--- config.mk ---
export PLATFORM = sky130hd
export DESIGN_NAME = xbus_ctrl
export DESIGN_NICKNAME = d
export VERILOG_FILES = /design/src/rtl/xbus_pkg.sv /design/src/rtl/xbus_phase_gen.sv /design/src/rtl/xbus_xfer_ctl.sv /design/src/rtl/xbus_pin_dec.sv /design/src/rtl/xbus_ctrl.sv
export SDC_FILE = /design/constraint.sdc
export NUM_CORES = 1
export LEC_CHECK = 0
export ABC_CLOCK_PERIOD_IN_PS = 5170
export BUFFER_PORTS_ARGS = -buffer_cell sky130_fd_sc_hd__buf_2
export CAP_MARGIN = 30
export CORE_UTILIZATION = 40
export DETAILED_ROUTE_END_ITERATION = 10
export PLACE_DENSITY = 0.68
export SLEW_MARGIN = 10
export SYNTH_ARGS = -nofsm -noshare
export SYNTH_HDL_FRONTEND = slang
export SYNTH_SLANG_ARGS = --single-unit
export TNS_END_PERCENT = 20
--- constraint.sdc ---
create_clock -name clk -period 5.17 [get_ports clk]
set_clock_uncertainty 0.05 [all_clocks]
set_input_delay 1.034 -clock clk [delete_from_list [all_inputs] [get_ports clk]]
set_output_delay 1.034 -clock clk [all_outputs]
set_load 0.03 [all_outputs]
--- src/rtl/xbus_pkg.sv ---
package xbus_pkg;
  localparam int unsigned MC_LEN = 12;
  localparam int unsigned PH_W   = $clog2(MC_LEN);
  typedef logic [PH_W-1:0] phase_t;

  localparam phase_t PH_LAST  = phase_t'(MC_LEN - 1);
  localparam phase_t PH_HALF  = phase_t'(MC_LEN / 2);
  localparam phase_t ALE_LAST = phase_t'(1);   // last latch phase within a half
  localparam phase_t ADR_LAST = phase_t'(2);   // last address-drive phase within a half
  localparam phase_t PSN_BEG  = phase_t'(3);   // first program-store phase within a half
  localparam phase_t WD_BEG   = phase_t'(4);   // write data drive start
  localparam phase_t XF_BEG   = phase_t'(5);   // read/write strobe start
  localparam phase_t XF_END   = phase_t'(10);  // read/write strobe end, read capture
endpackage

--- src/rtl/xbus_phase_gen.sv ---
module xbus_phase_gen
  import xbus_pkg::*;
(
  input  logic   clk,
  input  logic   rst_n,
  input  logic   hold,
  output phase_t phase,
  output logic   last
);
  phase_t phase_q, phase_d;
  logic   adv;

  assign adv = 1'b1;

  always_comb begin
    if (hold)                 phase_d = '0;
    else if (phase_q == PH_LAST) phase_d = '0;
    else                      phase_d = phase_q + phase_t'(1);
  end

  always_ff @(posedge clk or negedge rst_n) begin
    if (!rst_n)   phase_q <= '0;
    else if (adv) phase_q <= phase_d;
  end

  assign phase = phase_q;
  assign last  = (phase_q == PH_LAST) && !hold;
endmodule

--- src/rtl/xbus_xfer_ctl.sv ---
module xbus_xfer_ctl
  import xbus_pkg::*;
#(
  parameter int unsigned ADDR_W = 16,
  parameter int unsigned DATA_W = 8
) (
  input  logic              clk,
  input  logic              rst_n,
  input  logic              hold,
  input  logic              last,
  input  phase_t            phase,
  input  logic              req,
  input  logic              req_wr,
  input  logic              req_wide,
  input  logic [ADDR_W-1:0] req_addr,
  input  logic [DATA_W-1:0] req_wdata,
  input  logic [DATA_W-1:0] bus_in,
  output logic              dc,
  output logic              dc_wr,
  output logic              dc_wide,
  output logic [ADDR_W-1:0] dc_addr,
  output logic [DATA_W-1:0] dc_wdata,
  output logic [DATA_W-1:0] rdata,
  output logic              rvalid
);
  logic              dc_q, dc_d, wr_q, wide_q;
  logic [ADDR_W-1:0] addr_q;
  logic [DATA_W-1:0] wdata_q, rdata_q;
  logic              rv_q, rv_d, take, cap;

  assign take = last && req && !hold;
  assign cap  = dc_q && !wr_q && (phase == XF_END);

  always_comb begin
    dc_d = dc_q;
    if (hold)      dc_d = 1'b0;
    else if (last) dc_d = req;
    rv_d = cap;
  end

  always_ff @(posedge clk or negedge rst_n) begin
    if (!rst_n) begin
      dc_q <= 1'b0;
      rv_q <= 1'b0;
    end else begin
      dc_q <= dc_d;
      rv_q <= rv_d;
    end
  end

  always_ff @(posedge clk or negedge rst_n) begin
    if (!rst_n) begin
      wr_q    <= 1'b0;
      wide_q  <= 1'b0;
      addr_q  <= '0;
      wdata_q <= '0;
    end else if (take) begin
      wr_q    <= req_wr;
      wide_q  <= req_wide;
      addr_q  <= req_addr;
      wdata_q <= req_wdata;
    end
  end

  always_ff @(posedge clk or negedge rst_n) begin
    if (!rst_n)   rdata_q <= '0;
    else if (cap) rdata_q <= bus_in;
  end

  assign dc       = dc_q;
  assign dc_wr    = wr_q;
  assign dc_wide  = wide_q;
  assign dc_addr  = addr_q;
  assign dc_wdata = wdata_q;
  assign rdata    = rdata_q;
  assign rvalid   = rv_q;
endmodule

--- src/rtl/xbus_pin_dec.sv ---
module xbus_pin_dec
  import xbus_pkg::*;
#(
  parameter int unsigned ADDR_W = 16,
  parameter int unsigned DATA_W = 8,
  localparam int unsigned HI_W  = ADDR_W - DATA_W
) (
  input  phase_t            phase,
  input  logic              idle,
  input  logic              pdown,
  input  logic              fetch_ext,
  input  logic              movc,
  input  logic              ale_off,
  input  logic [ADDR_W-1:0] code_addr,
  input  logic [HI_W-1:0]   p2_latch,
  input  logic              dc,
  input  logic              dc_wr,
  input  logic              dc_wide,
  input  logic [ADDR_W-1:0] dc_addr,
  input  logic [DATA_W-1:0] dc_wdata,
  output logic              ale,
  output logic              psen_n,
  output logic              rd_n,
  output logic              wr_n,
  output logic [DATA_W-1:0] p0_out,
  output logic              p0_oe,
  output logic [HI_W-1:0]   p2_out
);
  phase_t sub;
  logic   upper, parked, in_xfer, lat_pulse;

  always_comb begin
    upper     = (phase >= PH_HALF);
    sub       = upper ? (phase - PH_HALF) : phase;
    in_xfer   = dc && (phase >= XF_BEG) && (phase <= XF_END);
    lat_pulse = (sub <= ALE_LAST) && !(dc && upper);
    parked    = ale_off && !fetch_ext && !dc && !movc;

    ale    = 1'b0;
    psen_n = 1'b1;
    rd_n   = 1'b1;
    wr_n   = 1'b1;
    p0_oe  = 1'b0;
    p0_out = '0;
    p2_out = p2_latch;

    if (pdown) begin
      psen_n = 1'b0;
    end else if (idle) begin
      ale = 1'b1;
      if (fetch_ext) p2_out = code_addr[ADDR_W-1:DATA_W];
    end else begin
      ale    = parked ? 1'b1 : lat_pulse;
      psen_n = !(fetch_ext && !dc && (sub >= PSN_BEG));
      rd_n   = !(in_xfer && !dc_wr);
      wr_n   = !(in_xfer && dc_wr);
      if (dc) begin
        if (phase <= ADR_LAST) begin
          p0_oe  = 1'b1;
          p0_out = dc_addr[DATA_W-1:0];
        end else if (dc_wr && (phase >= WD_BEG) && (phase <= XF_END)) begin
          p0_oe  = 1'b1;
          p0_out = dc_wdata;
        end
        if (dc_wide) p2_out = dc_addr[ADDR_W-1:DATA_W];
      end else if (fetch_ext) begin
        if (sub <= ADR_LAST) begin
          p0_oe  = 1'b1;
          p0_out = code_addr[DATA_W-1:0];
        end
        p2_out = code_addr[ADDR_W-1:DATA_W];
      end
    end
  end
endmodule

--- src/rtl/xbus_ctrl.sv ---
module xbus_ctrl
  import xbus_pkg::*;
#(
  parameter int unsigned ADDR_W = 16,
  parameter int unsigned DATA_W = 8,
  localparam int unsigned HI_W  = ADDR_W - DATA_W
) (
  input  logic              clk,
  input  logic              rst_n,
  input  logic              fetch_ext,
  input  logic [ADDR_W-1:0] code_addr,
  input  logic              movc_active,
  input  logic              ale_off,
  input  logic              idle_mode,
  input  logic              pdown_mode,
  input  logic              acc_req,
  input  logic              acc_write,
  input  logic              acc_wide,
  input  logic [ADDR_W-1:0] acc_addr,
  input  logic [DATA_W-1:0] acc_wdata,
  input  logic [HI_W-1:0]   p2_latch,
  input  logic [DATA_W-1:0] p0_in,
  output logic              ale,
  output logic              psen_n,
  output logic              rd_n,
  output logic              wr_n,
  output logic [DATA_W-1:0] p0_out,
  output logic              p0_oe,
  output logic [HI_W-1:0]   p2_out,
  output logic [DATA_W-1:0] rdata,
  output logic              rdata_valid,
  output logic              mc_last
);
  phase_t            phase;
  logic              hold, last, dc, dc_wr, dc_wide;
  logic [ADDR_W-1:0] dc_addr;
  logic [DATA_W-1:0] dc_wdata;

  assign hold = idle_mode || pdown_mode;

  xbus_phase_gen u_phase (
    .clk(clk), .rst_n(rst_n), .hold(hold), .phase(phase), .last(last)
  );

  xbus_xfer_ctl #(.ADDR_W(ADDR_W), .DATA_W(DATA_W)) u_xfer (
    .clk(clk), .rst_n(rst_n), .hold(hold), .last(last), .phase(phase),
    .req(acc_req), .req_wr(acc_write), .req_wide(acc_wide),
    .req_addr(acc_addr), .req_wdata(acc_wdata), .bus_in(p0_in),
    .dc(dc), .dc_wr(dc_wr), .dc_wide(dc_wide), .dc_addr(dc_addr),
    .dc_wdata(dc_wdata), .rdata(rdata), .rvalid(rdata_valid)
  );

  xbus_pin_dec #(.ADDR_W(ADDR_W), .DATA_W(DATA_W)) u_dec (
    .phase(phase), .idle(idle_mode), .pdown(pdown_mode),
    .fetch_ext(fetch_ext), .movc(movc_active), .ale_off(ale_off),
    .code_addr(code_addr), .p2_latch(p2_latch), .dc(dc), .dc_wr(dc_wr),
    .dc_wide(dc_wide), .dc_addr(dc_addr), .dc_wdata(dc_wdata),
    .ale(ale), .psen_n(psen_n), .rd_n(rd_n), .wr_n(wr_n),
    .p0_out(p0_out), .p0_oe(p0_oe), .p2_out(p2_out)
  );

  assign mc_last = last;
endmodule

* Yosys cells after proc, flatten, opt, wreduce, memory -nomap -nowiden *
Cells that the tools add are included.
W data, S select, Z words.

storage, ports and cells
  flip-flop bits (word level) = 40
  bits in latches = 0
  RAM bits = 0
  bits in read-only memories = 0
  input bits = 66
  output and inout port bits = 31
  word-level logic and storage cells = 82
  memories = 0

operators by class
  add/subtract/negate cells = 2
  multiply operators = 0
  div/mod/pow operators = 0
  order comparisons = 8
  equality and inequality tests = 2
  shift-type cells = 0
  muxes and demuxes = 33
  bitwise gates (word level) = 0
  reduce and logical (&&, ||, !) cells = 29

operator list
  cell                   count
  $mux W8                12
  $logic_and A1 B1 Y1    18
  $mux W1                18
  $ge A4 B3 Y1 const B   3
  $mux W4                3
  $logic_not A1 Y1       9
  $eq A4 B4 Y1 const B   2
  $le A4 B2 Y1 const B   2
  $add A4 B1 Y4 const B  1
  $ge A4 B2 Y1 const B   1
  $le A4 B1 Y1 const B   1
  $le A4 B4 Y1 const B   1
  $sub A4 B3 Y4 const B  1
  $reduce_bool A2 Y1     1
  $logic_or A1 B1 Y1     1

* Logic depth before layout (Yosys ltp) *
  depth after elaboration = 8
  mapped depth = 7
  mapped depth without buffers = 7

* Hierarchy *
Synthesis repeated with hierarchy kept, for this count alone.

unflattened totals
  cell total of the unflattened synthesis = 201
  area, all modules = 2,379.8 um^2

modules (own cells, without submodules)
  module          times used  cells each  area each (um^2)
  xbus_xfer_ctl   1           78          1,376.3
  xbus_pin_dec    1           105         807.0
  xbus_phase_gen  1           17          190.2
  xbus_ctrl       1           1           6.3

* Worst setup path after synthesis *
Ideal clock, no wire load.

  path type = input to output
  start point = input port idle_mode
  end point = output port p2_out[0]
  arrival = 2.259 ns
  data required time = 4.086 ns
  path slack = 1.827 ns
  stages on the path = 4
  cell sequence = nand3b_2 -> a21oi_1 -> nor2_1 -> a21oi_1

on the way
  cells in the longest elaborated chain, start to end = 2

ends and longest elaborated chain
  what         RTL line            RTL
  from (decl)  xbus_ctrl.sv:14     input logic idle_mode,
  $mux W8      xbus_pin_dec.sv:49  end else if (idle) begin
  $mux W8      xbus_pin_dec.sv:47  if (pdown) begin
  to (decl)    xbus_ctrl.sv:29     output logic [HI_W-1:0] p2_out,

Every way passes these cells.

* Worst setup path after layout *
Same ends and word-level chain as after synthesis.

==> results.md <==
- Status: completed
- Largest area contributor in the netlist: dfrtp_1
- Vias: ~2,000
- Mean Syn Cell Area: 10.6 um2
- Critical Path Sink: p2_out[0]
- Io pins: between 90 and 100
- Ratio of final minimum period to clock period: a little over two thirds
- Diodes inserted: 0
- Routability cong.: ~0.8
- Setup_tns: 0 ps
- Total CTS buffers: 5
- RSZ-0062 raised after global routing: false
- Setup violators final: 0
- Worst-Skew Late Latency: 290 ps
- Row cnt: 27
- Total grt overflow: 0
- Combinational family with the most area after synthesis: simple AND/OR/NAND/NOR gates
- YS warnings: 0
- Root Buffer: clkbuf_8
- Nets@finish: a little under 400
- Compound-Gate Fraction of Synth Area: around 14%
- Initial DRC Count: 46
- CP max stage delay: between 500 and 600 ps
- First-pass GRT wire length: slightly above 9 mm
- Final antenna-violating net count: 0
- Final hold vios: 0
- Maximum root-to-sink buffer count: 2
- DR pass1 iterations: 4
- Mapped Area: 0.00236 mm2
- Worst-Margin Slew: between 700 and 800 ps
- DP Wirelength: ~4 mm
- Critical Path AT: 2510 ps
- Crit-path slowest cell: a21oi_1
- Xor/xnor share of the synthesized area: 0.372%
- Synthesized Nets: approximately 300
- Antenna violations before repair: 0
- Seq/Total Area, Yosys: a little over two fifths
- Inst Count DP: 383
- WP data required: between 4000 and 5000 ps
- Critical path startpoint category: input port
- CTS resizes: 0
- Pins Over Slew Limit: 0
- Yosys top cell area share: between 40% and 50%
- Overall power: ~0.7 mW
- Post-synth ARST share: 100%
- Fin cells: about 390
- Highest clock rate: 278 MHz
- Synth Area in Simple Gates: 19.9%
- Die width: approximately 79 um
- Gate count after technology mapping: about 220
- Count of cell types in the netlist: 55
- PwrDens: around 230 mW/mm2
- Clk sinks: 40
- Clock H-tree levels: 2
- Max VDD drop: between 0.1 and 0.15 mV
- FF-to-FF Start: u_phase.phase[1]
- Final WL: around 5.6 mm
- Number of global-route vias before repair: between 1,500 and 2,000
- Clk slew on worst S/H paths: 80 ps
- Vias per Instance: 5.11
- Synthesis-stage register bit count: 40
- Mux contribution to synthesized area: 16.0%
- Reg-to-reg slack, setup: 3130 ps
- Crit path from: idle_mode
- Crit Path Category: input port to output pin
- Tot GR Track Use: between 10% and 20%
- Slew margin rel.: about 49%
- Minimum clock period: about 3600 ps
- Core Area: 0.00561 mm2
- Chip Height: 78.7 um
- Commonest non-fill, non-tap cell in the layout: buf_2
- Crit path capture type: output pin
- Setup ws final: between 1500 and 2000 ps
- Number of synthesized flops with an enable pin: 0
- Max-Cap Viols: 0
- Top post-synthesis cells by area: dfrtp_1 (42%), mux2_4 (13%), nand2_1 (5.3%)
- Worst Reg-to-Reg Cells: 5
- Fin area: 0.00302 mm2
- Post-placement cell area: around 0.0029 mm2
- Post CTS Setup Buffer Count: 0
- Buffers on Ports: 96
- Crit-path cells: buf_2, nand3b_2, a21oi_1, nor2_1, a21oi_1, buf_2
- Routed WL per cell: 14.4 um
- DR DRC count: 0
- CTS tree: done
- Worst Hold Class: register to register
- R2R Path End: u_xfer.dc_addr[13]
- Adder-cell share of the synthesized area: 3.61%
- Die ar.: a little over 0.006 mm2
- Largest net degree at the start of global routing: 41
- Dpl ws: 1570 ps
- Starting Density: between 40 and 50%
- Synth Flop Type: dfrtp_1
- LEAKAGE: 1.55 nW
- Hold Buf Count CTS: 0
- Peak fanout along the critical path: 9
- Area delta synth->final: 28.2%
- Share of post-route cells with drive strength above 1: around 45%
- Most frequent cells in the layout: buf_2 (96), dfrtp_1 (40), nand2_1 (33)
## metrics by stage
stage | util (%) | hold WS [ps]
4_1_cts | 53.5 | 431
6_report | 53.9 | 425
2_1_floorplan | - | 429
3_3_place_gp | 51.2 | 406
3_5_place_dp | 51.2 | 411
5_1_grt | 53.9 | 449
## critical path, delay by kind of cell
kind,cells,cell delay (ps)
AOI/OAI and AO/OA,2,720
buffers and inverters,2,340
and+or+nand+nor,2,400
## layout make-up
| class | instances | area (um2) |
|---|---|---|
| flip-flops and latches | 40 | 1000 |
| well taps | 72 | 90.1 |
| clock inverters | 1 | 30.0 |
| repair buffers | 97 | 500 |
| fillers | 529 | 2590 |
| inverters | 6 | 22.5 |
| multi-input cells | 169 | 1280 |
| clock buffers | 7 | 96.3 |
## metal layers
metal | track usage (%) | wire (um) | share of wire, % | up-vias
li1 | - | - | - | 995
met1 | 25.4 | 2590 | 46 | 946
met2 | 32.2 | 2720 | 48 | 55
met3 | 4.02 | 270 | 4.8 | 6
met4 | 5.00 | 50 | 0.89 | 0
met5 | 0 | 0 | 0 | -
## kinds of logic after synthesis
logic type                 Yosys count
AOI/OAI and AO/OA                   44
and+or+nand+nor                     90
xor gates and xnor gates             1
buffers and inverters               14
adders and majority gates            7
muxes                               27
DFF                                 40
## state kept, by name (all words and copies together), names as in the netlist
signal / count
u_xfer.rvalid: 1
u_xfer.dc_wide: 1
u_xfer.dc_addr: 16
u_xfer.dc_wr: 1
u_phase.phase: 4
u_xfer.dc: 1
u_xfer.dc_wdata: 8
u_xfer.rdata: 8
## cells in the mapped netlist (2+ instances only)
cell / count
nor2_1: 16
mux2_4: 20
nor3_1: 8
o22ai_1: 8
buf_6: 2
nand2b_1: 2
a2bb2oi_1: 2
mux2_2: 6
or2_1: 2
nor2b_1: 11
o22a_1: 2
buf_2: 3
a221oi_1: 8
a21oi_1: 11
dfrtp_1: 40
inv_1: 4
nand3_1: 3
nand2_1: 33
ha_1: 6
## worst min-delay path by stage
stage                            from                end  slack (ps)  depth (start not counted)
detailed placement    u_xfer.rdata[6]    u_xfer.rdata[6]         410                          2
global placement      u_xfer.rdata[0]    u_xfer.rdata[0]         410                          2
floorplan           u_xfer.dc_addr[0]  u_xfer.dc_addr[0]         430                          1
finish                u_xfer.rdata[6]    u_xfer.rdata[6]         430                          2
global route          u_xfer.rdata[6]    u_xfer.rdata[6]         450                          2
CTS                   u_xfer.rdata[6]    u_xfer.rdata[6]         430                          2
## power breakdown
part	leakage (nW)	internal, mW	switching [mW]
Clock	0.0645	0.170	0.110
Combinational	0.980	0.0439	0.0519
Sequential	0.509	0.318	0.00581
Power figures use the tool's default switching activity.
